`config.mk`:
```
export PLATFORM = sky130hd
export DESIGN_NAME = mdio_master
export DESIGN_NICKNAME = d
export VERILOG_FILES = /design/src/rtl/mdio_pkg.sv /design/src/rtl/mdio_dp.sv /design/src/rtl/mdio_ctrl.sv /design/src/rtl/mdio_master.sv
export SDC_FILE = /design/constraint.sdc
export NUM_CORES = 1
export LEC_CHECK = 0
export BUFFER_PORTS_ARGS = -buffer_cell sky130_fd_sc_hd__buf_2
export CORE_MARGIN = 3
export CORE_UTILIZATION = 40
export CTS_CLUSTER_SIZE = 20
export DETAILED_ROUTE_END_ITERATION = 16
export GPL_ROUTABILITY_DRIVEN = 0
export HOLD_SLACK_MARGIN = 0.12
export SETUP_SLACK_MARGIN = 0.3
export SYNTH_ARGS = -nofsm -noshare
export SYNTH_HDL_FRONTEND = slang
export SYNTH_SLANG_ARGS = --single-unit
export TNS_END_PERCENT = 100
```
`constraint.sdc`:
```
create_clock -name clk -period 3.08 [get_ports clk]
set_clock_uncertainty 0.15 [all_clocks]
set_input_delay 0.462 -clock clk [delete_from_list [all_inputs] [get_ports clk]]
set_output_delay 0.462 -clock clk [all_outputs]
set_load 0.005 [all_outputs]
```
`src/rtl/mdio_pkg.sv`:
```
package mdio_pkg;

  localparam int PHY_W     = 5;
  localparam int DATA_W    = 16;
  localparam int ADDR_W    = DATA_W + PHY_W;
  localparam int MASK_W    = 1 << PHY_W;
  localparam int PRE_LEN   = 32;
  localparam int FLUSH_LEN = 32;
  localparam int HDR_LEN   = PRE_LEN + 4 + 2 * PHY_W;
  localparam int FULL_LEN  = HDR_LEN + 2 + DATA_W;
  localparam int BITS_W    = $clog2(FULL_LEN + 1);

  typedef enum logic [1:0] {
    FK_SHORT   = 2'd0,
    FK_EXTADDR = 2'd1,
    FK_EXTDATA = 2'd2
  } frameKindT;

  typedef struct packed {
    logic      accept;
    logic      load;
    frameKindT kind;
    logic      shiftTx;
    logic      shiftRx;
    logic      finishOk;
    logic      finishErr;
  } dpStrobeT;

endpackage

```
`src/rtl/mdio_dp.sv`:
```
module mdio_dp
  import mdio_pkg::*;
(
  input  logic              clk,
  input  logic              rstN,
  input  dpStrobeT          ctl,
  input  logic              cmdWrite,
  input  logic [PHY_W-1:0]  cmdPhy,
  input  logic [ADDR_W-1:0] cmdAddr,
  input  logic [DATA_W-1:0] cmdWdata,
  input  logic [MASK_W-1:0] ignoreTaMask,
  input  logic              mdioIn,
  output logic              mdioOut,
  output logic              taIgnore,
  output logic [DATA_W-1:0] rdData,
  output logic              taErr
);

  logic [FULL_LEN-1:0] txSh;
  logic [DATA_W-1:0]   rxSh;
  logic                wrQ;
  logic [PHY_W-1:0]    phyQ;
  logic [ADDR_W-1:0]   addrQ;
  logic [DATA_W-1:0]   wdQ;

  // command fields: straight from the port on the accept cycle, else held
  logic              selWr;
  logic [PHY_W-1:0]  selPhy;
  logic [ADDR_W-1:0] selAddr;
  logic [DATA_W-1:0] selWd;

  assign selWr   = ctl.accept ? cmdWrite : wrQ;
  assign selPhy  = ctl.accept ? cmdPhy   : phyQ;
  assign selAddr = ctl.accept ? cmdAddr  : addrQ;
  assign selWd   = ctl.accept ? cmdWdata : wdQ;

  logic [1:0]        stCode;
  logic [1:0]        opCode;
  logic [PHY_W-1:0]  regField;
  logic [DATA_W-1:0] payload;

  always_comb begin
    stCode   = 2'b00;
    opCode   = 2'b00;
    regField = selAddr[ADDR_W-1:DATA_W];
    payload  = selWd;
    case (ctl.kind)
      FK_SHORT: begin
        stCode   = 2'b01;
        opCode   = selWr ? 2'b01 : 2'b10;
        regField = selAddr[PHY_W-1:0];
      end
      FK_EXTADDR: begin
        payload  = selAddr[DATA_W-1:0];
      end
      default: begin
        opCode   = selWr ? 2'b01 : 2'b11;
      end
    endcase
  end

  logic [FULL_LEN-1:0] frameWord;
  assign frameWord = {{PRE_LEN{1'b1}}, stCode, opCode, selPhy, regField, 2'b10, payload};

  always_ff @(posedge clk) begin
    if (!rstN) begin
      wrQ   <= 1'b0;
      phyQ  <= '0;
      addrQ <= '0;
      wdQ   <= '0;
    end else if (ctl.accept) begin
      wrQ   <= cmdWrite;
      phyQ  <= cmdPhy;
      addrQ <= cmdAddr;
      wdQ   <= cmdWdata;
    end
  end

  always_ff @(posedge clk) begin
    if (!rstN) begin
      txSh <= '1;
    end else if (ctl.load) begin
      txSh <= frameWord;
    end else if (ctl.shiftTx) begin
      txSh <= {txSh[FULL_LEN-2:0], 1'b1};
    end
  end

  always_ff @(posedge clk) begin
    if (!rstN) begin
      rxSh <= '0;
    end else if (ctl.shiftRx) begin
      rxSh <= {rxSh[DATA_W-2:0], mdioIn};
    end
  end

  always_ff @(posedge clk) begin
    if (!rstN) begin
      rdData <= '0;
      taErr  <= 1'b0;
    end else if (ctl.finishErr) begin
      rdData <= '1;
      taErr  <= 1'b1;
    end else if (ctl.finishOk) begin
      if (!wrQ) rdData <= rxSh;
      taErr <= 1'b0;
    end
  end

  assign mdioOut  = txSh[FULL_LEN-1];
  assign taIgnore = ignoreTaMask[phyQ];

endmodule

```
`src/rtl/mdio_ctrl.sv`:
```
module mdio_ctrl
  import mdio_pkg::*;
#(
  parameter int LOW_CYC     = 20,
  parameter int HIGH_CYC    = 20,
  parameter int RD_HIGH_CYC = 35
) (
  input  logic     clk,
  input  logic     rstN,
  input  logic     cmdValid,
  input  logic     cmdWrite,
  input  logic     cmdC45,
  input  logic     mdioIn,
  input  logic     taIgnore,
  output dpStrobeT ctl,
  output logic     busy,
  output logic     done,
  output logic     mdc,
  output logic     mdioOe
);

  localparam int MAXC  = (LOW_CYC > HIGH_CYC) ?
                         ((LOW_CYC > RD_HIGH_CYC) ? LOW_CYC : RD_HIGH_CYC) :
                         ((HIGH_CYC > RD_HIGH_CYC) ? HIGH_CYC : RD_HIGH_CYC);
  localparam int CNT_W = $clog2(MAXC + 1);

  typedef enum logic [2:0] {
    S_IDLE, S_TX, S_TA, S_RX, S_FLUSH, S_TAIL
  } stateT;

  stateT             st, stN;
  logic              hi;
  logic [CNT_W-1:0]  cnt;
  logic [BITS_W-1:0] bitsLeft, bitsN;
  logic              isRd, isRdN;
  logic              addrPend, addrPendN;
  logic              doneN;

  logic             recv;
  logic [CNT_W-1:0] hiLast;
  logic             lowEnd;
  logic             bitEnd;
  logic             lastBit;

  assign recv    = (st == S_TA) || (st == S_RX) || (st == S_FLUSH) || (st == S_TAIL);
  assign hiLast  = recv ? CNT_W'(RD_HIGH_CYC - 1) : CNT_W'(HIGH_CYC - 1);
  assign lowEnd  = (st != S_IDLE) && !hi && (cnt == CNT_W'(LOW_CYC - 1));
  assign bitEnd  = (st != S_IDLE) && hi && (cnt == hiLast);
  assign lastBit = (bitsLeft == BITS_W'(1));

  always_comb begin
    ctl       = '0;
    stN       = st;
    bitsN     = bitsLeft;
    isRdN     = isRd;
    addrPendN = addrPend;
    doneN     = 1'b0;
    case (st)
      S_IDLE: begin
        if (cmdValid) begin
          ctl.accept = 1'b1;
          ctl.load   = 1'b1;
          ctl.kind   = cmdC45 ? FK_EXTADDR : FK_SHORT;
          stN        = S_TX;
          addrPendN  = cmdC45;
          isRdN      = !cmdWrite;
          bitsN      = (cmdC45 || cmdWrite) ? BITS_W'(FULL_LEN) : BITS_W'(HDR_LEN);
        end
      end
      S_TX: begin
        if (bitEnd) begin
          ctl.shiftTx = 1'b1;
          if (lastBit) stN = (isRd && !addrPend) ? S_TA : S_TAIL;
          else         bitsN = bitsLeft - BITS_W'(1);
        end
      end
      S_TA: begin
        if (bitEnd) begin
          if (!mdioIn || taIgnore) begin
            stN   = S_RX;
            bitsN = BITS_W'(DATA_W);
          end else begin
            stN   = S_FLUSH;
            bitsN = BITS_W'(FLUSH_LEN);
          end
        end
      end
      S_RX: begin
        if (bitEnd) begin
          ctl.shiftRx = 1'b1;
          if (lastBit) stN = S_TAIL;
          else         bitsN = bitsLeft - BITS_W'(1);
        end
      end
      S_FLUSH: begin
        if (bitEnd) begin
          if (lastBit) begin
            ctl.finishErr = 1'b1;
            doneN         = 1'b1;
            stN           = S_IDLE;
          end else begin
            bitsN = bitsLeft - BITS_W'(1);
          end
        end
      end
      S_TAIL: begin
        if (bitEnd) begin
          if (addrPend) begin
            addrPendN = 1'b0;
            ctl.load  = 1'b1;
            ctl.kind  = FK_EXTDATA;
            stN       = S_TX;
            bitsN     = isRd ? BITS_W'(HDR_LEN) : BITS_W'(FULL_LEN);
          end else begin
            ctl.finishOk = 1'b1;
            doneN        = 1'b1;
            stN          = S_IDLE;
          end
        end
      end
      default: stN = S_IDLE;
    endcase
  end

  always_ff @(posedge clk) begin
    if (!rstN) begin
      st       <= S_IDLE;
      bitsLeft <= '0;
      isRd     <= 1'b0;
      addrPend <= 1'b0;
      done     <= 1'b0;
    end else begin
      st       <= stN;
      bitsLeft <= bitsN;
      isRd     <= isRdN;
      addrPend <= addrPendN;
      done     <= doneN;
    end
  end

  // bit clock: low phase, then high phase; every bit restarts in low
  always_ff @(posedge clk) begin
    if (!rstN || st == S_IDLE) begin
      hi  <= 1'b0;
      cnt <= '0;
    end else if (lowEnd) begin
      hi  <= 1'b1;
      cnt <= '0;
    end else if (bitEnd) begin
      hi  <= 1'b0;
      cnt <= '0;
    end else begin
      cnt <= cnt + CNT_W'(1);
    end
  end

  assign busy   = (st != S_IDLE);
  assign mdc    = hi;
  assign mdioOe = (st == S_TX);

endmodule

```
`src/rtl/mdio_master.sv`:
```
module mdio_master
  import mdio_pkg::*;
#(
  parameter int LOW_CYC     = 20,
  parameter int HIGH_CYC    = 20,
  parameter int RD_HIGH_CYC = 35
) (
  input  logic        clk,
  input  logic        rstN,
  input  logic        cmdValid,
  input  logic        cmdWrite,
  input  logic        cmdC45,
  input  logic [4:0]  cmdPhy,
  input  logic [20:0] cmdAddr,
  input  logic [15:0] cmdWdata,
  input  logic [31:0] ignoreTaMask,
  output logic        busy,
  output logic        done,
  output logic [15:0] rdData,
  output logic        taErr,
  output logic        mdc,
  output logic        mdioOut,
  output logic        mdioOe,
  input  logic        mdioIn
);

  dpStrobeT ctl;
  logic     taIgnore;

  mdio_ctrl #(
    .LOW_CYC    (LOW_CYC),
    .HIGH_CYC   (HIGH_CYC),
    .RD_HIGH_CYC(RD_HIGH_CYC)
  ) u_ctrl (
    .clk     (clk),
    .rstN    (rstN),
    .cmdValid(cmdValid),
    .cmdWrite(cmdWrite),
    .cmdC45  (cmdC45),
    .mdioIn  (mdioIn),
    .taIgnore(taIgnore),
    .ctl     (ctl),
    .busy    (busy),
    .done    (done),
    .mdc     (mdc),
    .mdioOe  (mdioOe)
  );

  mdio_dp u_dp (
    .clk         (clk),
    .rstN        (rstN),
    .ctl         (ctl),
    .cmdWrite    (cmdWrite),
    .cmdPhy      (cmdPhy),
    .cmdAddr     (cmdAddr),
    .cmdWdata    (cmdWdata),
    .ignoreTaMask(ignoreTaMask),
    .mdioIn      (mdioIn),
    .mdioOut     (mdioOut),
    .taIgnore    (taIgnore),
    .rdData      (rdData),
    .taErr       (taErr)
  );

endmodule

```
==> results.sh, run 1 <==
export IMPL_grt_pass1_vias=5660
export IMPL_syn_num_nets=859
export IMPL_fin_crit_ns=2.71
export IMPL_antenna_found_initial=1
export IMPL_cts_buffer_depth=2
export IMPL_final_cell_mix="199 x nand2_1, 142 x dfxtp_1, 101 x buf_2, 70 x a21oi_1, 47 x nand3_1"
export IMPL_design_power_total_w=0.00527
export IMPL_syn2layout_area_growth_pct=21.0
export IMPL_crit_fanout=9
export IMPL_yosysWarnings=0
export IMPL_critical_path_class="reg2reg"
export IMPL_hold_viol_final=0
export IMPL_tightest_slew_ns=0.658
export IMPL_post_route_util_pct=50.4
export IMPL_clkTransAtPathRegs_ns=0.06
export IMPL_ys_types=66
export IMPL_synth_cells=774
export IMPL_grt_pass1_wl_um=27400
export IMPL_final_layout_size_suffix_gt1_share_pct=21.5
export IMPL_die_w_um=133
export IMPL_port_buffers=101
export IMPL_synth_area_mm2=0.00648
export IMPL_place_area_mm2=0.00723
export IMPL_final_common_cell="nand2_1"
export IMPL_ios=102
export IMPL_final_nets=946
export IMPL_status="complete, no violations"
export IMPL_overflow=0
export IMPL_clock_sinks=144
export IMPL_start_util_pct=41.7
export IMPL_tritoncts="done"
export IMPL_ctsHtreeMaxLevel=4
export IMPL_power_density_mw_per_mm2=672
export IMPL_row_count=45
export IMPL_rsz0062_at_grt="true"
export IMPL_startpoint_type="flop"
export IMPL_drtIter0Drc=494
export IMPL_vdd_drop_max_v=0.000460
export IMPL_grt_usage_pct=18.6
export IMPL_critPathRequiredTime_ns=3.25
export IMPL_synth_top_area_share_pct=44.5
export IMPL_viasPerCell=5.43
export IMPL_slew_viol_final=0
export IMPL_synthTopCellsByArea="dfxtp_1 44%, nand2_1 12%, mux2i_1 7.1%, a21oi_1 5.4%, nand3_1 3.6%"
export IMPL_worstPathArrival_ns=2.87
export IMPL_leakagePower_nw=3.24
export IMPL_yosysSeqAreaShare_pct=44.5
export IMPL_finalInstanceArea_mm2=0.00784
export IMPL_dr_pass1_iters=5
export IMPL_core_mm2=0.0155
export IMPL_hold_class="in2reg"
export IMPL_synth_edff_count=0
export IMPL_ctsHoldBuffers=0
export IMPL_drc=0
export IMPL_worstSetupEndpointType="flop"
export IMPL_hold_ws_ns=0.144
export IMPL_setup_viol=0
export IMPL_die_y_um=133
export IMPL_syn_avg_cell_area_um2=8.37
export IMPL_fmax_ghz=0.369
export IMPL_cts_made_buffers=17
export IMPL_synth_ff_type="dfxtp_1"
export IMPL_routed_wl_um=16300
export IMPL_postRouteAntennaNets=0
export IMPL_wl_per_cell_um=15.0
export IMPL_vias=5892
export IMPL_async_reset_ff_share_pct=0
export IMPL_final_setup_tns_ns=0
export IMPL_clkLatencyLatePin_ns=0.42
export IMPL_yosysTopAreaCell="dfxtp_1"
export IMPL_root_buffer="clkbuf_16"
export IMPL_n_antenna_cell=0
export IMPL_hpwl_um=11400
export IMPL_grt_max_degree=44
export IMPL_drv_cap=0
export IMPL_ys_seq_elements=144
export IMPL_fin_crit_sh_pct=87.9
export IMPL_maxSlewHeadroom_pct=56.1
export IMPL_die_area_mm2=0.0178
## metrics by stage
stage                     instances  setup WS (ns)
after floorplan                 774          0.314
after global placement         1052          0.202
after detailed placement       1052          0.159
after CTS                      1085          0.309
after global routing           1085          0.274
final                          1085          0.373
## registers in the layout (all words and copies together) (netlist names)
name             cells
u_dp.rxSh           16
u_ctrl.cnt           6
u_ctrl.mdc           1
u_dp.rdData         16
u_dp.txSh           64
u_dp.phyQ            5
u_ctrl.st            3
u_ctrl.isRd          1
u_dp.wrQ             1
u_ctrl.addrPend      1
u_dp.wdQ            16
u_ctrl.bitsLeft      7
u_ctrl.done          1
u_dp.taErr           1
u_dp.addrQ           5
## area by class of cell
class,instances,area (um^2)
clock inverters,12,101
flip-flops and latches,144,2890
inverters,10,50.0
fillers,1463,7700
well taps,211,264
clock buffers,20,478
repair buffers,125,706
multi-input cells,563,3350
## final timing paths
check,slack [ns],from,endpoint,cells past startpoint
max,0.37,u_ctrl.st[1],u_ctrl.bitsLeft[1],9
min reg2reg,0.29,u_dp.txSh[13],u_dp.txSh[13],2
max reg2reg,0.37,u_ctrl.st[1],u_ctrl.bitsLeft[1],9
min,0.14,cmdWdata[9],u_dp.wdQ[9],3
## power breakdown
group	switching, W	internal, W
logic	0.000677	0.000452
registers	0.000131	0.00204
clock network	0.000836	0.00113
## logic make-up after synthesis
logic type | Yosys count | synth area share [%]
xor gates and xnor gates | 6 | 0.811
AOI/OAI and AO/OA | 171 | 17.0
adders and majority gates | 5 | 0.965
buffers and inverters | 67 | 4.44
muxes | 52 | 9.19
and+or+nand+nor | 329 | 23.1
DFF | 144 | 44.5
## worst max-delay path: stages, from the launching register on
cell and delay, ns:
dfxtp_4 0.39, clkinv_8 0.08, ha_4 0.25, or4b_4 0.51, a211o_4 0.40, nand2b_4 0.17, o211ai_4 0.24, buf_6 0.17
o211ai_1 0.09, o211a_1 0.14
## Yosys cell counts, drive strengths merged, types with 6 or more instances
master / number
buf: 23
nor3: 6
dfxtp: 144
nor4: 6
mux2i: 46
nand2b: 6
mux4: 6
clkbuf: 34
o21ai: 33
a31oi: 12
a221oi: 15
nand2: 200
o211ai: 11
inv: 9
nand3: 47
nor2: 33
a21oi: 70
## layer usage
metal  vias to the layer above  global-route usage, %  wire, um
met1                      2773                   24.8      7410
met2                       188                   29.3      7650
met3                        20                   5.14       959
li1                       2909                      -         -
met5                         -                      0         7
met4                         2                   6.23       241
## timing repair
action / CTS / global route
resized for setup: 1 / 5
setup buffers: 1 / 0
cloned: 0 / 0
endpoints found under the setup margin: 32 / 24
pin swaps: 0 / 1
Note: power is estimated with default switching activity, not from simulation.
==> run 2: changes to the inputs <==
CORE_MARGIN = 1.5   (was 3)
==> run 2 against run 1 <==
Effect of this change: worst setup slack worse by 0.048 ns; total power is 0.73% higher; sequential share of layout area is 0.29 points lower; register-to-register slack worse by 0.05 ns; clock power hardly changed; cell area is 0.75% higher; sequential power hardly changed; combinational power hardly changed; largest power group unchanged.
==> results.sh, run 2 (same netlist as run 1, synthesis figures left out) <==
export IMPL_status="complete, no violations"
export IMPL_overflow=0
export IMPL_fmax_ghz=0.363
export IMPL_grt_max_degree=55
export IMPL_cts_buffer_depth=2
export IMPL_finalInstanceArea_mm2=0.00790
export IMPL_maxSlewHeadroom_pct=40.9
export IMPL_slowest_delay_ns=0.51
export IMPL_wl_per_cell_um=14.2
export IMPL_grt_pass1_vias=5122
export IMPL_row_count=46
export IMPL_final_setup_tns_ns=0
export IMPL_crit_fanout=7
export IMPL_clkTransAtPathRegs_ns=0.06
export IMPL_place_area_mm2=0.00727
export IMPL_fin_crit_sh_pct=89.4
export IMPL_ios=102
export IMPL_rsz0062_at_grt="true"
export IMPL_ctsHtreeMaxLevel=4
export IMPL_drv_cap=0
export IMPL_hold_viol_final=0
export IMPL_worstSetupEndpointType="flop"
export IMPL_final_nets=953
export IMPL_final_common_cell="nand2_1"
export IMPL_vdd_drop_max_v=0.000445
export IMPL_syn2layout_area_growth_pct=21.9
export IMPL_critPathRequiredTime_ns=3.24
export IMPL_hold_ws_ns=0.135
export IMPL_regMostFlops="u_dp.txSh"
export IMPL_critical_path_class="reg2reg"
export IMPL_antenna_found_initial=0
export IMPL_critical_path_top_delay_family="compound AO/OA/AOI/OAI gates"
export IMPL_leakagePower_nw=3.28
export IMPL_start_util_pct=40.9
export IMPL_design_power_total_w=0.00531
export IMPL_cts_made_buffers=17
export IMPL_slowest_stage="or4b_4"
export IMPL_largest_register_ffs=64
export IMPL_setup_viol=0
export IMPL_tritoncts="done"
export IMPL_dr_pass1_iters=5
export IMPL_die_area_mm2=0.0170
export IMPL_ctsHoldBuffers=0
export IMPL_root_buffer="clkbuf_16"
export IMPL_cp_num_buf_inv=2
export IMPL_clock_sinks=144
export IMPL_final_cell_mix="199 x nand2_1, 143 x dfxtp_1, 101 x buf_2, 70 x a21oi_1, 47 x nand3_1"
export IMPL_slew_viol_final=0
export IMPL_core_mm2=0.0158
export IMPL_postRouteAntennaNets=0
export IMPL_tightest_slew_ns=0.886
export IMPL_fin_crit_ns=2.75
export IMPL_drc=0
export IMPL_grt_usage_pct=18.7
export IMPL_worstPathArrival_ns=2.92
export IMPL_vias=5733
export IMPL_viasPerCell=5.23
export IMPL_n_antenna_cell=0
export IMPL_final_layout_size_suffix_gt1_share_pct=21.7
export IMPL_hpwl_um=10500
export IMPL_drtIter0Drc=556
export IMPL_grt_pass1_wl_um=25400
export IMPL_hold_class="in2reg"
export IMPL_clkLatencyLatePin_ns=0.42
export IMPL_routed_wl_um=15600
export IMPL_die_w_um=130
export IMPL_port_buffers=101
export IMPL_timing_critical_path_cells="clkinv_8, ha_4, or4b_4, a211o_4, nand2b_4, o211ai_4, buf_4, o21ai_2, a31o_2"
export IMPL_startpoint_type="flop"
export IMPL_die_y_um=130
export IMPL_r2r_setup_slack_ns=0.33
export IMPL_power_density_mw_per_mm2=672
run 2: changes by cell type in the layout (fill, tap and decap cells not counted), moves of 3 or more:
cell and delta:
clkinvlp_4 -3, clkinv_2 +3, buf_4 +7, clkbuf_1 +3
run 2: layout make-up:
class                           count  area (um^2)
Fill cell                        1547         7930
Multi-Input combinational cell    563         3350
Sequential cell                   144         2890
Timing Repair Buffer              132          767
Clock buffer                       20          437
Tap cell                          216          270
Clock inverter                     12          134
Inverter                           10         50.0
run 2: worst reg2reg max path, cell delays in order (launching register included):
cell,delay (ns)
dfxtp_4,0.38
clkinv_8,0.07
ha_4,0.25
or4b_4,0.51
a211o_4,0.41
nand2b_4,0.17
o211ai_4,0.26
buf_4,0.17
o21ai_2,0.04
a31o_2,0.23
run 2: power breakdown:
group / internal, W / leakage, nW / switching, W
combinational: 0.000473 / 1.83 / 0.000668
sequential: 0.00204 / 1.18 / 0.000127
clock: 0.00120 / 0.275 / 0.000804
run 2: layer usage:
metal / GRT usage (%) / part of all wire [%] / wire, um / vias to the layer above
li1: - / - / - / 2917
met1: 26.5 / 50 / 7720 / 2678
met2: 28.3 / 45 / 7020 / 122
met3: 3.90 / 4.1 / 644 / 16
met4: 6.08 / 1.2 / 190 / 0
met5: 0 / 0 / 0 / -
run 2: stage by stage:
step / setup WS, ns / utilization [%] / instances
6_report: 0.325 / 49.9 / 1097
5_1_grt: 0.226 / 49.9 / 1097
2_1_floorplan: 0.314 / - / 774
4_1_cts: 0.333 / 49.7 / 1093
3_3_place_gp: 0.229 / 45.9 / 1060
3_5_place_dp: 0.216 / 45.9 / 1060
run 2: path summary, 6_finish.rpt:
check | startpoint | endpoint | cells past startpoint
setup / recovery | u_ctrl.st[1] | u_ctrl.bitsLeft[3] | 9
setup reg to reg | u_ctrl.st[1] | u_ctrl.bitsLeft[3] | 9
hold reg to reg | u_dp.txSh[5] | u_dp.txSh[5] | 2
hold / removal | cmdWdata[15] | u_dp.wdQ[15] | 3
run 2: timing repair:
item / 4_1_cts / 5_1_grt
buffers inserted: 1 / 4
pin swaps: 1 / 2
endpoints found under the setup margin: 4 / 14
gates resized for setup: 1 / 2
==> run 3: changes to the inputs <==
CORE_MARGIN = 2   (was 1.5)
PLACE_DENSITY = 0.67   (was not set)
==> run 3 against run 2 <==
Effect of this change: hold slack improved by 0.012 ns; sequential share of layout area decreased by 0.092 points; maximum frequency increased by 1.7%; combinational power about the same; total power increased by 2.0%; clock power increased by 5%; first-iteration DRC count decreased by 15%; critical path depth unchanged; critical path type unchanged.
==> results.sh, run 3 (same netlist as run 1, synthesis figures left out) <==
export IMPL_vdd_drop_max_v=0.000429
export IMPL_final_common_cell="nand2_1"
export IMPL_r2r_end="u_ctrl.bitsLeft[3]"
export IMPL_viasPerCell=5.20
export IMPL_ios=102
export IMPL_syn2layout_area_growth_pct=22.2
export IMPL_postRouteAntennaNets=0
export IMPL_die_area_mm2=0.0172
export IMPL_critPathRequiredTime_ns=3.24
export IMPL_fin_crit_ns=2.71
export IMPL_clkLatencyLatePin_ns=0.42
export IMPL_die_y_um=131
export IMPL_port_buffers=101
export IMPL_hold_viol_final=0
export IMPL_rr_startpoint="u_ctrl.st[1]"
export IMPL_final_setup_tns_ns=0
export IMPL_slew_viol_final=0
export IMPL_hp_start="cmdWdata[1]"
export IMPL_grt_pass1_wl_um=25700
export IMPL_post_route_util_pct=49.8
export IMPL_grt_usage_pct=18.0
export IMPL_final_cell_mix="199 x nand2_1, 143 x dfxtp_1, 101 x buf_2, 70 x a21oi_1, 47 x nand3_1"
export IMPL_worstPathArrival_ns=2.87
export IMPL_row_count=46
export IMPL_tritoncts="done"
export IMPL_r2r_setup_slack_ns=0.37
export IMPL_fin_ws_ns=0.370
export IMPL_maxSlewHeadroom_pct=32.9
export IMPL_dr_pass1_iters=5
export IMPL_die_w_um=131
export IMPL_grt_pass1_vias=5316
export IMPL_rsz0062_at_grt="true"
export IMPL_drv_cap=0
export IMPL_fin_crit_sh_pct=88.0
export IMPL_final_nets=950
export IMPL_final_layout_size_suffix_gt1_share_pct=21.8
export IMPL_fmax_ghz=0.369
export IMPL_leakagePower_nw=3.30
export IMPL_antenna_found_initial=0
export IMPL_critical_path_class="reg2reg"
export IMPL_status="complete, no violations"
export IMPL_routed_wl_um=15600
export IMPL_rr_worst_depth=9
export IMPL_wl_per_cell_um=14.2
export IMPL_drtIter0Drc=470
export IMPL_ctsHtreeMaxLevel=4
export IMPL_drc=0
export IMPL_clkTransAtPathRegs_ns=0.06
export IMPL_start_util_pct=40.8
export IMPL_largest_register_ffs=64
export IMPL_setup_viol=0
export IMPL_clock_sinks=144
export IMPL_vias=5686
export IMPL_tightest_slew_ns=1.00
export IMPL_grt_max_degree=54
export IMPL_hold_ws_ns=0.147
export IMPL_power_density_mw_per_mm2=684
export IMPL_core_mm2=0.0159
export IMPL_ctsHoldBuffers=0
export IMPL_root_buffer="clkbuf_16"
export IMPL_place_ws_ns=0.273
export IMPL_hold_end="u_dp.wdQ[1]"
export IMPL_regMostFlops="u_dp.txSh"
export IMPL_hpwl_um=10400
export IMPL_design_power_total_w=0.00542
export IMPL_cts_buffer_depth=2
export IMPL_hold_depth=3
export IMPL_cts_made_buffers=17
export IMPL_worstSetupEndpointType="flop"
export IMPL_hold_class="in2reg"
export IMPL_startpoint_type="flop"
export IMPL_n_antenna_cell=0
export IMPL_crit_fanout=8
export IMPL_overflow=0
==> run 3: cell count changes in the layout (fill, tap and decap cells not counted), sizes merged <==
cell and change:
inv -1, clkinvlp -1, clkinv +1, clkbuf +1, buf -3
==> run 3: worst max-delay path: stages (launching register included) <==
cell and delay, ns:
dfxtp_4 0.38, clkinv_8 0.07, ha_4 0.25, or4b_4 0.51, a211o_4 0.41, nand2b_4 0.17
o211ai_4 0.22, buf_4 0.15, o21ai_2 0.04, a31o_2 0.23
==> run 3: how the worst max path moves through the flow <==
| stage | slack (ns) | cells past startpoint | end | startpoint |
|---|---|---|---|---|
| 2_1_floorplan | 0.31 | 10 | u_ctrl.bitsLeft[3] | u_ctrl.st[1] |
| 3_3_place_gp | 0.31 | 9 | u_ctrl.bitsLeft[1] | u_ctrl.st[1] |
| 3_5_place_dp | 0.27 | 9 | u_ctrl.bitsLeft[1] | u_ctrl.st[1] |
| 4_1_cts | 0.32 | 9 | u_ctrl.bitsLeft[1] | u_ctrl.st[1] |
| 5_1_grt | 0.26 | 7 | u_dp.txSh[19] | u_ctrl.st[1] |
| 6_report | 0.37 | 9 | u_ctrl.bitsLeft[3] | u_ctrl.st[1] |
==> run 3: repair_timing <==
action / 4_1_cts / 5_1_grt
endpoints found under the hold margin: 0 / 0
gates cloned: 0 / 0
setup buffers: 0 / 2
endpoints found under the setup margin: 3 / 13
pin swaps: 0 / 1
gates resized for setup: 1 / 1
==> run 3: cell type report <==
class	instances	area, um^2
tap	216	270
sequential	144	2890
inverter	10	50.0
clock inverter	11	126
timing repair buffer	129	744
clock buffer	21	492
fill	1559	7970
multi-input combinational	563	3350
==> run 3: per-stage QoR <==
stage	std cells	cell area (um^2)
final	1094	7920
after global routing	1094	7920
after CTS	1092	7900
after detailed placement	1060	7270
after global placement	1060	7270
after floorplan	774	6540
==> run 3: where the power goes <==
| group | internal (W) | switching [W] |
|---|---|---|
| logic | 0.000467 | 0.000673 |
| registers | 0.00204 | 0.000129 |
| clock network | 0.00131 | 0.000797 |
| total | 0.00382 | 0.00160 |
==> run 3: routing by layer <==
| metal | vias up | wire length (um) | track usage, % |
|---|---|---|---|
| met1 | 2596 | 7220 | 23.4 |
| li1 | 2926 | - | - |
| met4 | 0 | 235 | 4.41 |
| met5 | - | 0 | 0 |
| met3 | 21 | 829 | 5.09 |
| met2 | 143 | 7280 | 29.6 |
